File: src/rtl/evbw_pkg.sv
package evbw_pkg;
  localparam int REG_AW = 4;
  localparam logic [REG_AW-1:0] RA_CTRL  = 4'd4;
  localparam logic [REG_AW-1:0] RA_EVCNT = 4'd15;
  localparam int CTRL_START_BIT = 0;
  localparam int CTRL_DONE_BIT  = 1;
  localparam int CTRL_BUSY_BIT  = 2;
endpackage

File: src/rtl/evbw_lane.sv
module evbw_lane #(
  parameter int DATA_W = 16,
  parameter int ADDR_W = 6,
  parameter logic [DATA_W-1:0] NULL_WORD = '0,
  parameter logic [DATA_W-1:0] NULL_MASK = '1
) (
  input  logic              clk,
  input  logic              rst,
  input  logic              spill_start,
  input  logic              clr_busy,
  input  logic [ADDR_W-1:0] clr_addr,
  input  logic              in_valid,
  input  logic [DATA_W-1:0] in_data,
  output logic              we,
  output logic [ADDR_W-1:0] addr,
  output logic [DATA_W-1:0] wdata,
  output logic [ADDR_W-1:0] last_addr
);
  logic [ADDR_W-1:0] wr_ptr;
  logic              is_null;

  assign is_null = ((in_data ^ NULL_WORD) & NULL_MASK) == '0;

  always_ff @(posedge clk) begin
    if (rst) begin
      we        <= 1'b0;
      addr      <= '0;
      wdata     <= '0;
      wr_ptr    <= '0;
      last_addr <= '0;
    end else begin
      we <= 1'b0;
      if (clr_busy) begin
        we    <= 1'b1;
        addr  <= clr_addr;
        wdata <= '0;
      end else if (in_valid) begin
        we    <= 1'b1;
        addr  <= wr_ptr;
        wdata <= in_data;
        if (!is_null) begin
          wr_ptr    <= wr_ptr + 1'b1;
          last_addr <= wr_ptr;
        end
      end
      if (spill_start) begin
        wr_ptr    <= '0;
        last_addr <= '0;
      end
    end
  end
endmodule

File: src/rtl/evbw_clear.sv
module evbw_clear #(
  parameter int ADDR_W = 6
) (
  input  logic              clk,
  input  logic              rst,
  input  logic              start,
  input  logic              spill_start,
  output logic              busy,
  output logic [ADDR_W-1:0] addr,
  output logic              done
);
  localparam logic [ADDR_W-1:0] LAST = '1;
  logic fin_q;

  always_ff @(posedge clk) begin
    if (rst) begin
      busy  <= 1'b0;
      addr  <= '0;
      fin_q <= 1'b0;
      done  <= 1'b0;
    end else begin
      fin_q <= 1'b0;
      if (fin_q) done <= 1'b1;
      if (start) begin
        busy <= 1'b1;
        addr <= '0;
        done <= 1'b0;
        fin_q <= 1'b0;
      end else if (busy) begin
        addr <= addr + 1'b1;
        if (addr == LAST) begin
          busy  <= 1'b0;
          fin_q <= 1'b1;
        end
      end
      if (spill_start) done <= 1'b0;
    end
  end
endmodule

File: src/rtl/evbw_regs.sv
module evbw_regs
  import evbw_pkg::*;
#(
  parameter int NUM_LANES = 4,
  parameter int ADDR_W    = 6,
  parameter int CNT_W     = 16,
  parameter int REG_DW    = 32
) (
  input  logic                        clk,
  input  logic                        rst,
  input  logic                        spill_start,
  input  logic                        event_end,
  input  logic                        clr_busy,
  input  logic                        clr_done,
  input  logic [NUM_LANES*ADDR_W-1:0] last_addrs,
  input  logic                        reg_wr,
  input  logic [REG_AW-1:0]           reg_addr,
  input  logic [REG_DW-1:0]           reg_wdata,
  output logic                        clr_start,
  output logic [CNT_W-1:0]            evt_count,
  output logic [REG_DW-1:0]           reg_rdata
);
  logic [REG_DW-1:0] rd_mux;

  assign clr_start = reg_wr && (reg_addr == RA_CTRL) && reg_wdata[CTRL_START_BIT];

  always_ff @(posedge clk) begin
    if (rst || spill_start) evt_count <= '0;
    else if (event_end)     evt_count <= evt_count + 1'b1;
  end

  always_comb begin
    rd_mux = '0;
    for (int i = 0; i < NUM_LANES; i++) begin
      if (reg_addr == REG_AW'(i)) rd_mux = REG_DW'(last_addrs[i*ADDR_W +: ADDR_W]);
    end
    if (reg_addr == RA_CTRL) begin
      rd_mux[CTRL_DONE_BIT] = clr_done;
      rd_mux[CTRL_BUSY_BIT] = clr_busy;
    end
    if (reg_addr == RA_EVCNT) rd_mux = REG_DW'(evt_count);
  end

  always_ff @(posedge clk) begin
    if (rst) reg_rdata <= '0;
    else     reg_rdata <= rd_mux;
  end
endmodule

File: src/rtl/evbank_writer.sv
module evbank_writer
  import evbw_pkg::*;
#(
  parameter int NUM_LANES = 4,
  parameter int DATA_W    = 16,
  parameter int ADDR_W    = 6,
  parameter int CNT_W     = 16,
  parameter int REG_DW    = 32,
  parameter logic [DATA_W-1:0] NULL_WORD = '0,
  parameter logic [DATA_W-1:0] NULL_MASK = '1
) (
  input  logic                        clk,
  input  logic                        rst,
  input  logic                        spill_start,
  input  logic [NUM_LANES-1:0]        lane_valid,
  input  logic [NUM_LANES-1:0]        lane_eoe,
  input  logic [NUM_LANES*DATA_W-1:0] lane_data,
  output logic [NUM_LANES-1:0]        mem_we,
  output logic [NUM_LANES*ADDR_W-1:0] mem_addr,
  output logic [NUM_LANES*DATA_W-1:0] mem_wdata,
  input  logic                        reg_wr,
  input  logic [3:0]                  reg_addr,
  input  logic [REG_DW-1:0]           reg_wdata,
  output logic [REG_DW-1:0]           reg_rdata
);
  logic                        clr_busy;
  logic                        clr_done;
  logic                        clr_start;
  logic [ADDR_W-1:0]           clr_addr;
  logic [NUM_LANES*ADDR_W-1:0] last_addrs;
  logic [CNT_W-1:0]            evt_count;
  logic                        event_end;

  assign event_end = lane_valid[0] && lane_eoe[0] && !clr_busy;

  evbw_clear #(.ADDR_W(ADDR_W)) u_clear (
    .clk(clk), .rst(rst), .start(clr_start), .spill_start(spill_start),
    .busy(clr_busy), .addr(clr_addr), .done(clr_done)
  );

  for (genvar g = 0; g < NUM_LANES; g++) begin : g_lane
    evbw_lane #(
      .DATA_W(DATA_W), .ADDR_W(ADDR_W), .NULL_WORD(NULL_WORD), .NULL_MASK(NULL_MASK)
    ) u_lane (
      .clk(clk), .rst(rst), .spill_start(spill_start),
      .clr_busy(clr_busy), .clr_addr(clr_addr),
      .in_valid(lane_valid[g]), .in_data(lane_data[g*DATA_W +: DATA_W]),
      .we(mem_we[g]), .addr(mem_addr[g*ADDR_W +: ADDR_W]),
      .wdata(mem_wdata[g*DATA_W +: DATA_W]),
      .last_addr(last_addrs[g*ADDR_W +: ADDR_W])
    );
  end

  evbw_regs #(
    .NUM_LANES(NUM_LANES), .ADDR_W(ADDR_W), .CNT_W(CNT_W), .REG_DW(REG_DW)
  ) u_regs (
    .clk(clk), .rst(rst), .spill_start(spill_start), .event_end(event_end),
    .clr_busy(clr_busy), .clr_done(clr_done), .last_addrs(last_addrs),
    .reg_wr(reg_wr), .reg_addr(reg_addr), .reg_wdata(reg_wdata),
    .clr_start(clr_start), .evt_count(evt_count), .reg_rdata(reg_rdata)
  );
endmodule

File: config.mk
export PLATFORM = sky130hd
export DESIGN_NAME = evbank_writer
export DESIGN_NICKNAME = d
export VERILOG_FILES = /design/src/rtl/evbw_pkg.sv /design/src/rtl/evbw_lane.sv /design/src/rtl/evbw_clear.sv /design/src/rtl/evbw_regs.sv /design/src/rtl/evbank_writer.sv
export SDC_FILE = /design/constraint.sdc
export NUM_CORES = 1
export LEC_CHECK = 0
export ABC_AREA = 1
export BUFFER_PORTS_ARGS = -buffer_cell sky130_fd_sc_hd__buf_2
export CAP_MARGIN = 15
export CORE_MARGIN = 1
export CORE_UTILIZATION = 46
export DETAILED_ROUTE_END_ITERATION = 10
export PLACE_DENSITY = 0.79
export SLEW_MARGIN = 20
export SYNTH_ARGS = -nofsm -noshare
export SYNTH_HDL_FRONTEND = slang
export SYNTH_SLANG_ARGS = --single-unit
File: constraint.sdc
create_clock -name clk -period 1.4 [get_ports clk]
set_clock_uncertainty 0.15 [all_clocks]
set_input_delay 0.07 -clock clk [delete_from_list [all_inputs] [get_ports clk]]
set_output_delay 0.07 -clock clk [all_outputs]
set_load 0.01 [all_outputs]
==> results of run 1 <==
==> registers in the layout, indices dropped and copies added (netlist names) <==
signal and count:
u_clear.done 1, u_clear.busy 1, u_clear.fin_q 1, u_clear.addr 6
g_lane.u_lane.wr_ptr 24, g_lane.u_lane.we 4, g_lane.u_lane.wdata 64, g_lane.u_lane.last_addr 24
u_regs.reg_rdata 16, g_lane.u_lane.addr 24, u_regs.evt_count 16
==> cell usage after synthesis (10+ instances only) <==
cell type                  instances
sky130_fd_sc_hd__xor2_1           10
sky130_fd_sc_hd__buf_2            18
sky130_fd_sc_hd__nand2_1         288
sky130_fd_sc_hd__nand4_1          25
sky130_fd_sc_hd__o21ai_0          33
sky130_fd_sc_hd__inv_1            84
sky130_fd_sc_hd__clkbuf_1         26
sky130_fd_sc_hd__nand3_1          79
sky130_fd_sc_hd__a21oi_1         127
sky130_fd_sc_hd__dfxtp_1         181
sky130_fd_sc_hd__buf_4            22
sky130_fd_sc_hd__nor2_1           99
==> final cells by class <==
type,instances,area [um^2],area share
clock buffer,18,439.2,0.03735
clock inverter,14,137.6,0.01170
inverter,90,345.3,0.02937
multi-input combinational,731,3938,0.3349
sequential,181,3647,0.3102
tap,216,270.3,0.02298
timing repair buffer,387,2982,0.2536
==> worst max path at each step <==
stage,from,end,slack [ns],cells past startpoint
global route,lane_data[0],g_lane[0].u_lane.last_addr[0],-0.52,9
finish,lane_data[10],g_lane[0].u_lane.wr_ptr[0],-0.27,9
detailed placement,u_clear.busy,g_lane[2].u_lane.addr[1],-0.10,7
global placement,u_clear.busy,g_lane[2].u_lane.addr[1],-0.05,7
floorplan,u_clear.busy,u_regs.evt_count[13],0.004,9
CTS,u_regs.evt_count[1],u_regs.evt_count[14],-0.06,8
==> power breakdown <==
group | switching [mW] | leakage, nW | internal, mW
sequential | 0.0890 | 1.48 | 5.28
combinational | 0.853 | 3.52 | 0.661
clock | 2.32 | 0.281 | 2.40
==> layout by cell type, fill, tap and decap left out, types with 3 or more instances in the layout <==
cell type / instances
sky130_fd_sc_hd__buf_6: 15
sky130_fd_sc_hd__xor2_1: 10
sky130_fd_sc_hd__nand3_2: 15
sky130_fd_sc_hd__dlymetal6s4s_1: 4
sky130_fd_sc_hd__dfxtp_1: 170
sky130_fd_sc_hd__nor2_2: 24
sky130_fd_sc_hd__nand2_4: 10
sky130_fd_sc_hd__dlygate4sd3_1: 119
sky130_fd_sc_hd__nand2_2: 26
sky130_fd_sc_hd__buf_4: 63
sky130_fd_sc_hd__a31oi_1: 6
sky130_fd_sc_hd__ha_1: 4
sky130_fd_sc_hd__inv_6: 3
sky130_fd_sc_hd__dfxtp_2: 7
sky130_fd_sc_hd__nor2_1: 65
sky130_fd_sc_hd__buf_8: 3
sky130_fd_sc_hd__nand4_1: 25
sky130_fd_sc_hd__clkbuf_16: 18
sky130_fd_sc_hd__clkinv_4: 5
sky130_fd_sc_hd__inv_4: 3
sky130_fd_sc_hd__dfxtp_4: 4
sky130_fd_sc_hd__xnor2_1: 4
sky130_fd_sc_hd__a21oi_1: 103
sky130_fd_sc_hd__nand2_1: 256
sky130_fd_sc_hd__o21ai_0: 18
sky130_fd_sc_hd__o21ai_1: 11
sky130_fd_sc_hd__nor3_2: 3
sky130_fd_sc_hd__buf_12: 6
sky130_fd_sc_hd__o21ai_2: 7
sky130_fd_sc_hd__nor2_4: 18
sky130_fd_sc_hd__inv_1: 76
sky130_fd_sc_hd__inv_2: 10
sky130_fd_sc_hd__a21oi_2: 24
sky130_fd_sc_hd__conb_1: 16
sky130_fd_sc_hd__buf_2: 175
sky130_fd_sc_hd__nand3_1: 64
sky130_fd_sc_hd__o2bb2ai_1: 3
==> metal layers <==
layer / share of wire / track usage
met4: 0.098 / 0.2497
met2: 0.46 / 0.5479
met5: 0.00040 / 0
met1: 0.33 / 0.3681
met3: 0.10 / 0.08719
==> stage by stage <==
stage	TNS [ns]	cell area, um^2	util
after floorplan	0	7739	-
after global placement	-0.3586	9105	0.5670
after detailed placement	-1.638	9105	0.5670
after CTS	-0.3224	11150	0.6942
after global routing	-12.39	11760	0.7323
final	-5.960	11760	0.7323
==> worst max-delay path: stages <==
cell	delay [ns]
sky130_fd_sc_hd__dlygate4sd3_1	0.67
sky130_fd_sc_hd__buf_2	0.19
sky130_fd_sc_hd__nor2_2	0.11
sky130_fd_sc_hd__nand2_2	0.09
sky130_fd_sc_hd__nor2_4	0.14
sky130_fd_sc_hd__nand2_4	0.11
sky130_fd_sc_hd__buf_8	0.17
sky130_fd_sc_hd__a21oi_1	0.20
sky130_fd_sc_hd__nor2_1	0.09
==> cells by family (layout without fill, tap and decap cells) <==
kind of cell | count (synthesis) | count (layout) | share of synthesized area
flip-flops | 181 | 181 | 0.4721
other | 1 | 16 | 0.0004886
adder cells (fa/ha/maj) | 6 | 6 | 0.009781
AO/OA/AOI/OAI | 181 | 181 | 0.1237
AND/OR/NAND/NOR | 513 | 514 | 0.2853
buffers and inverters | 158 | 509 | 0.09260
XOR/XNOR | 14 | 14 | 0.01598
==> what timing repair did <==
action,CTS,global route
hold buffers,123,1
hold endpoints to repair,97,1
setup buffers,11,10
gates cloned,2,4
pin swaps,19,53
endpoints found under the setup margin,46,118
gates resized for setup,26,187
==> results.md, run 1 <==
Critical path:
- The worst setup path is of the input pin to register kind.
- The start of the worst register-to-register path is u_regs.evt_count[1].
- The register-to-register setup slack is -0.21 ns.
- The required time at the worst-slack endpoint is 1.58 ns.
- The endpoint of the worst register-to-register path is u_regs.evt_count[10].
- The number of cell instances on the worst register-to-register path is 7.
- At the worst endpoint, the arrival time is 1.85 ns.
- Of all nets on the critical path, the largest fanout is 7.
- The kind of end point of the critical path is a register.
- The worst setup path is launched from an input pin.

Clocking:
- The maximum count of clock buffers along a single path is 2.
- The root buffer cell is sky130_fd_sc_hd__clkbuf_16.
- The total clock buffers created by CTS is 17.
- The maximum level of the CTS H-tree is 4.
- The TritonCTS sink count is 181.
- The clock edge transition at the registers on the reported setup and hold paths is 0.08 ns.
- At the later pin of the worst-skew pair, clock insertion delay measures 0.44 ns.
- The TritonCTS clock tree is done.

Die:
- The chip width is 131.2 um.
- In this run the vertical extent of the chip is 131.2 um.
- The effective utilization at floorplan is 0.4779.
- The standard cell core area is 0.01606 mm^2.
- The die outline area is 0.01721 mm^2.
- The number of placement rows is 46.
- For this design the top-level I/O count stands at 236.

Placement:
- The total placed cells including tap cells is 1,467.
- The last weighted congestion value of the routability-driven placer is 0.9065.
- The HPWL after detailed placement is 14.77 mm.
- Prior to clock tree synthesis, the placed netlist has a worst setup slack of -0.1030 ns.
- The total of buffers placed on input and output ports is 185.

STA:
- The final count of hold timing violations came to 0.
- The maximum clock rate is 598.4 MHz.
- The share of the clock period used by the worst path is 1.194.
- The final worst slack is -0.2710 ns.
- The time the final worst path needs with I/O delays and setup is 1.671 ns.
- Setup repair after global routing could not meet its margin everywhere.
- On the final layout, the worst hold slack is 0.04557 ns.
- The max-slew violation total from the final report is 0.
- Setup violations remaining at the end of the flow were counted as 82.

Synthesis:
- The share of synthesized flip-flops with an asynchronous set or reset is 0.
- The leading register cell type out of synthesis is sky130_fd_sc_hd__dfxtp_1.
- Of the synthesized area, sequential elements account for 0.4721.
- The post-synthesis cell area is 0.007675 mm^2.
- Summed over all instances, the cell type with the most area after synthesis is sky130_fd_sc_hd__dfxtp_1.
- The mean post-synth cell area is 7.282 um^2.
- The synthesized instance count is 1,054.
- The number of distinct library cells after synthesis is 39.
- The number of warnings reported in the yosys synthesis log is 0.
- The count of flip-flops with a built-in enable after synthesis is 0.
- The flip-flop and latch count after synthesis is 181.
- The area share of the leading cell type in the synthesized netlist is 0.4721.
- Yosys attributes the largest share of cell area to sky130_fd_sc_hd__dfxtp_1 (47%), sky130_fd_sc_hd__nand2_1 (14%), sky130_fd_sc_hd__a21oi_1 (8.3%), sky130_fd_sc_hd__nand3_1 (5.2%), sky130_fd_sc_hd__nor2_1 (4.8%).

Cells and area:
- The finished layout holds 1,637 standard cells, fillers aside.
- The count of filler cells inserted in the layout is 933.
- In the final layout, the share of cells above drive strength 1 is 0.3209.
- The post-synthesis to final-layout area growth is 53.21%.
- The number of antenna diodes in the final layout is 0.
- The net count of the finished layout is 1,526.

Global routing:
- The first global-routing pass estimated 45.61 mm of wire.
- The number of antenna violations at the first check in global routing is 1.
- The remaining global-route overflow is 0.
- The number of global-route vias before repair is 9,092.
- In the global route stage, overall resource usage came out at 0.3324.
- The pin count of the biggest net entering global routing is 52.

Power and ir drop:
- The leakage power total is 5.283 nW.
- The completed layout was analyzed and its total power is 11.61 mW.
- The largest voltage drop on the vdd net is 0.0009236 V.
- For this design the ratio of total power to cell area is 986.9 mW/mm^2.

Routing:
- In the routed design, unresolved DRC markers number 0.
- The detail route stage leaves a number of antenna-violating nets equal to 0.
- In the routed layout, each cell is associated on average with a via count of 5.996.
- The wire length reported by the detailed router is 32.88 mm.
- Dividing the detail-routed wire length by the instance count gives 20.09 um.
- Before antenna repair, the detailed router went through 9 iterations.
- For this block, the via count after detailed routing is 9,816.
- The detailed router finished its first iteration with 1,241 violations.

Min path:
- The hold path endpoint is g_lane[2].u_lane.last_addr[1].
- The number of stages on the worst hold path is 6.
- The worst min-delay path category is input pin to register.
- The startpoint of the lowest-slack hold path is lane_valid[2].

Status:
- The final reports fail on setup timing.
- The flow ran to the end, but the final reports show violations.

Job:
- Across the run, the number of max-cap violations was 0.
(Power assumes the default switching activity.)
==> run 2, diff against run 1 <==
- CELL_PAD_IN_SITES_DETAIL_PLACEMENT: not set -> 0
- CELL_PAD_IN_SITES_GLOBAL_PLACEMENT: not set -> 2
- CORE_UTILIZATION: 46 -> 26
- CTS_BUF_LIST: not set -> sky130_fd_sc_hd__clkbuf_4
- PLACE_DENSITY: 0.79 -> 0.81
==> results.md, run 2 (synthesized netlist as in run 1, its figures left out) <==
STA:
- The final hold slack is 0.08996 ns (was 0.04557 ns).
- The maximum clock rate is 713.3 MHz (was 598.4 MHz).
- Unrepaired setup endpoints after global routing: true (unchanged).
- The share of the clock period used by the worst path is 1.001 (was 1.194).
- The time the final worst path needs with I/O delays and setup is 1.402 ns (was 1.671 ns).
- The final worst slack is -0.001930 ns (was -0.2710 ns).
- The total negative slack for setup checks came to -0.001930 ns (was -5.960 ns).
- The count of final setup violators is 1 (was 82).
- The max-slew violation total from the final report is 0 (unchanged).
- The final count of hold timing violations is 0 (unchanged).

Placement:
- The half-perimeter wire length after detailed placement was 17.46 mm (was 14.77 mm).
- The total of buffers placed on input and output ports is 185 (unchanged).
- The total placed cells including tap cells is 1,647 (was 1,467).
- The last weighted congestion value of the routability-driven placer is 0.7992 (was 0.9065).
- The post-placement cell area is 0.009430 mm^2 (was 0.009105 mm^2).

Cells and area:
- The register with the most flip-flops is g_lane.u_lane.wdata (unchanged).
- The share of layout cells above drive strength 1 was 0.3216 (was 0.3209).
- Highest-count cells in the layout ignoring fill and taps: sky130_fd_sc_hd__nand2_1 (284), sky130_fd_sc_hd__dlygate4sd3_1 (131), sky130_fd_sc_hd__buf_2 (124) (was sky130_fd_sc_hd__nand2_1 (256), sky130_fd_sc_hd__buf_2 (175), sky130_fd_sc_hd__dfxtp_1 (170)).
- The total number of nets in the final design is 1,557 (was 1,526).
- The post-route cell area was 0.01193 mm^2 (was 0.01176 mm^2).
- The post-synthesis to final-layout area growth is 55.38% (was 53.21%).
- The number of cells in the finished layout apart from fillers is 1,837 (was 1,637).
- The flip-flop count of the largest register after layout was 64 (unchanged).
- The leading cell type in the layout, fill and taps excluded is sky130_fd_sc_hd__nand2_1 (unchanged).
- The fraction of the core area covered by cells at the end of the flow is 0.4132 (was 0.7323).

Routing:
- The length of routed met2 wiring is 12.15 mm (was 15.29 mm).
- The total routed wire length on the met1 layer is 11.52 mm (was 10.90 mm).
- The wire length on met3 is 819 um (was 3.445 mm).
- The via-per-instance ratio is 4.378 (was 5.996).
- The wire length reported by the detailed router came to 24.92 mm (was 32.88 mm).
- The number of design-rule violations left by the first detailed-router iteration was 373 (was 1,241).
- The first-pass detailed-route iteration total was 5 (was 9).
- The detailed-route DRC error count is 0 (unchanged).
- The wire length per cell after detailed routing came to 13.57 um (was 20.09 um).
- The number of antenna-violating nets in the routed design is 0 (unchanged).
- The number of vias after detailed routing is 8,042 (was 9,816).
- The top routing layer in use was met4 (was met5).

Min path:
- The worst min-delay path category is input pin to register (unchanged).

Power and ir drop:
- The switching power came to 2.909 mW (was 3.266 mW).
- The internal power consumption is 6.882 mW (was 8.339 mW).
- The clock share of power was 0.300 (was 0.407).
- The power per unit of standard cell area came to 821.1 mW/mm^2 (was 986.9 mW/mm^2).
- The leakage power total was 5.169 nW (was 5.283 nW).
- The share of total power consumed by net switching is 0.2971 (was 0.2814).
- The sequential cell fraction of total power is 0.551 (was 0.462).
- The largest voltage drop on the vdd net came to 0.0004451 V (was 0.0009236 V).
- The combinational group share of total power is 0.149 (was 0.130).

Critical path:
- The kind of end point of the critical path is a register (unchanged).
- The required time at the worst-slack endpoint is 1.79 ns (was 1.58 ns).
- The type of element launching the critical path is a register (was input pin).
- The type of the setup path with the least slack is register to register (was input pin to register).
- The data arrival time at the worst-slack endpoint came to 1.79 ns (was 1.85 ns).
- The top fanout value on the critical path is 21 (was 7).

Global routing:
- The number of global-route vias before repair came to 7,607 (was 9,092).
- The pin count of the biggest net entering global routing is 35 (was 52).
- The global-route wire length before repair came to 38.94 mm (was 45.61 mm).
- The aggregate global-route resource usage is 0.1613 (was 0.3324).
- The remaining global-route overflow was 0 (unchanged).
- The number of antenna violations at the first check in global routing is 1 (unchanged).

Clocking:
- The maximum count of clock buffers along a single path was 2 (unchanged).
- The TritonCTS clock tree is done (unchanged).
- The latest clock arrival within the worst-skew pair is 0.60 ns (was 0.44 ns).
- The root buffer cell is sky130_fd_sc_hd__clkbuf_4 (was sky130_fd_sc_hd__clkbuf_16).
- The TritonCTS sink count came to 181 (unchanged).
- The total clock buffers created by CTS was 17 (unchanged).
- The maximum level of the CTS H-tree is 4 (unchanged).
- The clock edge transition at the registers on the reported setup and hold paths came to 0.19 ns (was 0.08 ns).

Die:
- The chip width is 173.8 um (was 131.2 um).
- The effective utilization at floorplan came to 0.2660 (was 0.4779).
- The number of placement rows was 62 (was 46).
- The standard cell core area is 0.02886 mm^2 (was 0.01606 mm^2).
- The number of primary I/O pins is 236 (unchanged).
- The height of the chip is 173.8 um (was 131.2 um).
- The die outline area is 0.03021 mm^2 (was 0.01721 mm^2).

Status:
- Failing checks: setup timing (unchanged).
- Outcome: finished, violations left (unchanged).

Job:
- The reported max-cap violation count is 0 (unchanged).
## run 2: cell count changes in the layout (fill, tap and decap cells not counted), sizes merged, moves of 2 or more
| cell | change |
|---|---|
| buf | +24 |
| dlygate4sd3 | +12 |
| dlymetal6s4s | -4 |
| inv | +2 |
## run 2: what timing repair did
item                       in CTS  in global routing
gates cloned                    0                  1
hold buffers                  131                  0
gates resized for setup        59                170
pin swaps                      11                 17
hold endpoints to repair      181                  0
setup endpoints to repair      94                165
buffers inserted                7                 20
## run 2: area by class of cell
type                            instances  area [um^2]
Timing Repair Buffer                  419         3515
Fill cell                            3028        16930
Antenna cell                            1        2.502
Multi-Input combinational cell        730         3560
Sequential cell                       181         3751
Clock buffer                           18        135.1
Clock inverter                         14        138.9
Inverter                               90        342.8
Tap cell                              384        480.5
## run 2: path summary, 6_finish.rpt
check	start	endpoint	slack, ns	cells past startpoint
max	u_clear.busy	g_lane[2].u_lane.wdata[13]	-0.002	6
min	lane_data[29]	g_lane[1].u_lane.wdata[13]	0.09	4
max reg2reg	u_clear.busy	g_lane[2].u_lane.wdata[13]	-0.002	6
min reg2reg	g_lane[0].u_lane.wdata[15]	g_lane[0].u_lane.wdata[15]	0.32	2
## run 2: worst max-delay path, stage by stage (launching register included)
cell	delay [ns]
sky130_fd_sc_hd__dfxtp_4	0.42
sky130_fd_sc_hd__buf_4	0.15
sky130_fd_sc_hd__nor2_4	0.11
sky130_fd_sc_hd__inv_2	0.06
sky130_fd_sc_hd__buf_4	0.16
sky130_fd_sc_hd__buf_12	0.16
sky130_fd_sc_hd__a21oi_1	0.14
## run 2: metal layers
layer	up-vias	global-route usage
met3	26	0.03180
met5	-	0
li1	4148	-
met2	150	0.2690
met1	3718	0.2080
met4	0	0.05190
## run 2: power by group through the flow
stage	Sequential, mW	Combinational (mW)	Clock [mW]
2_1_floorplan	5.53	0.492	0
6_report	5.39	1.46	2.94
5_1_grt	5.41	1.59	3.29
4_1_cts	5.37	1.32	3.09
3_5_place_dp	5.47	1.02	0
3_3_place_gp	5.47	1.02	0
## run 2: stage by stage
stage / total power [mW] / worst slack [ns]
2_1_floorplan: 6.019 / 0.004365
3_3_place_gp: 6.486 / -0.05313
3_5_place_dp: 6.485 / -0.07449
4_1_cts: 9.781 / -0.05092
5_1_grt: 10.29 / -0.09379
6_report: 9.792 / -0.001930
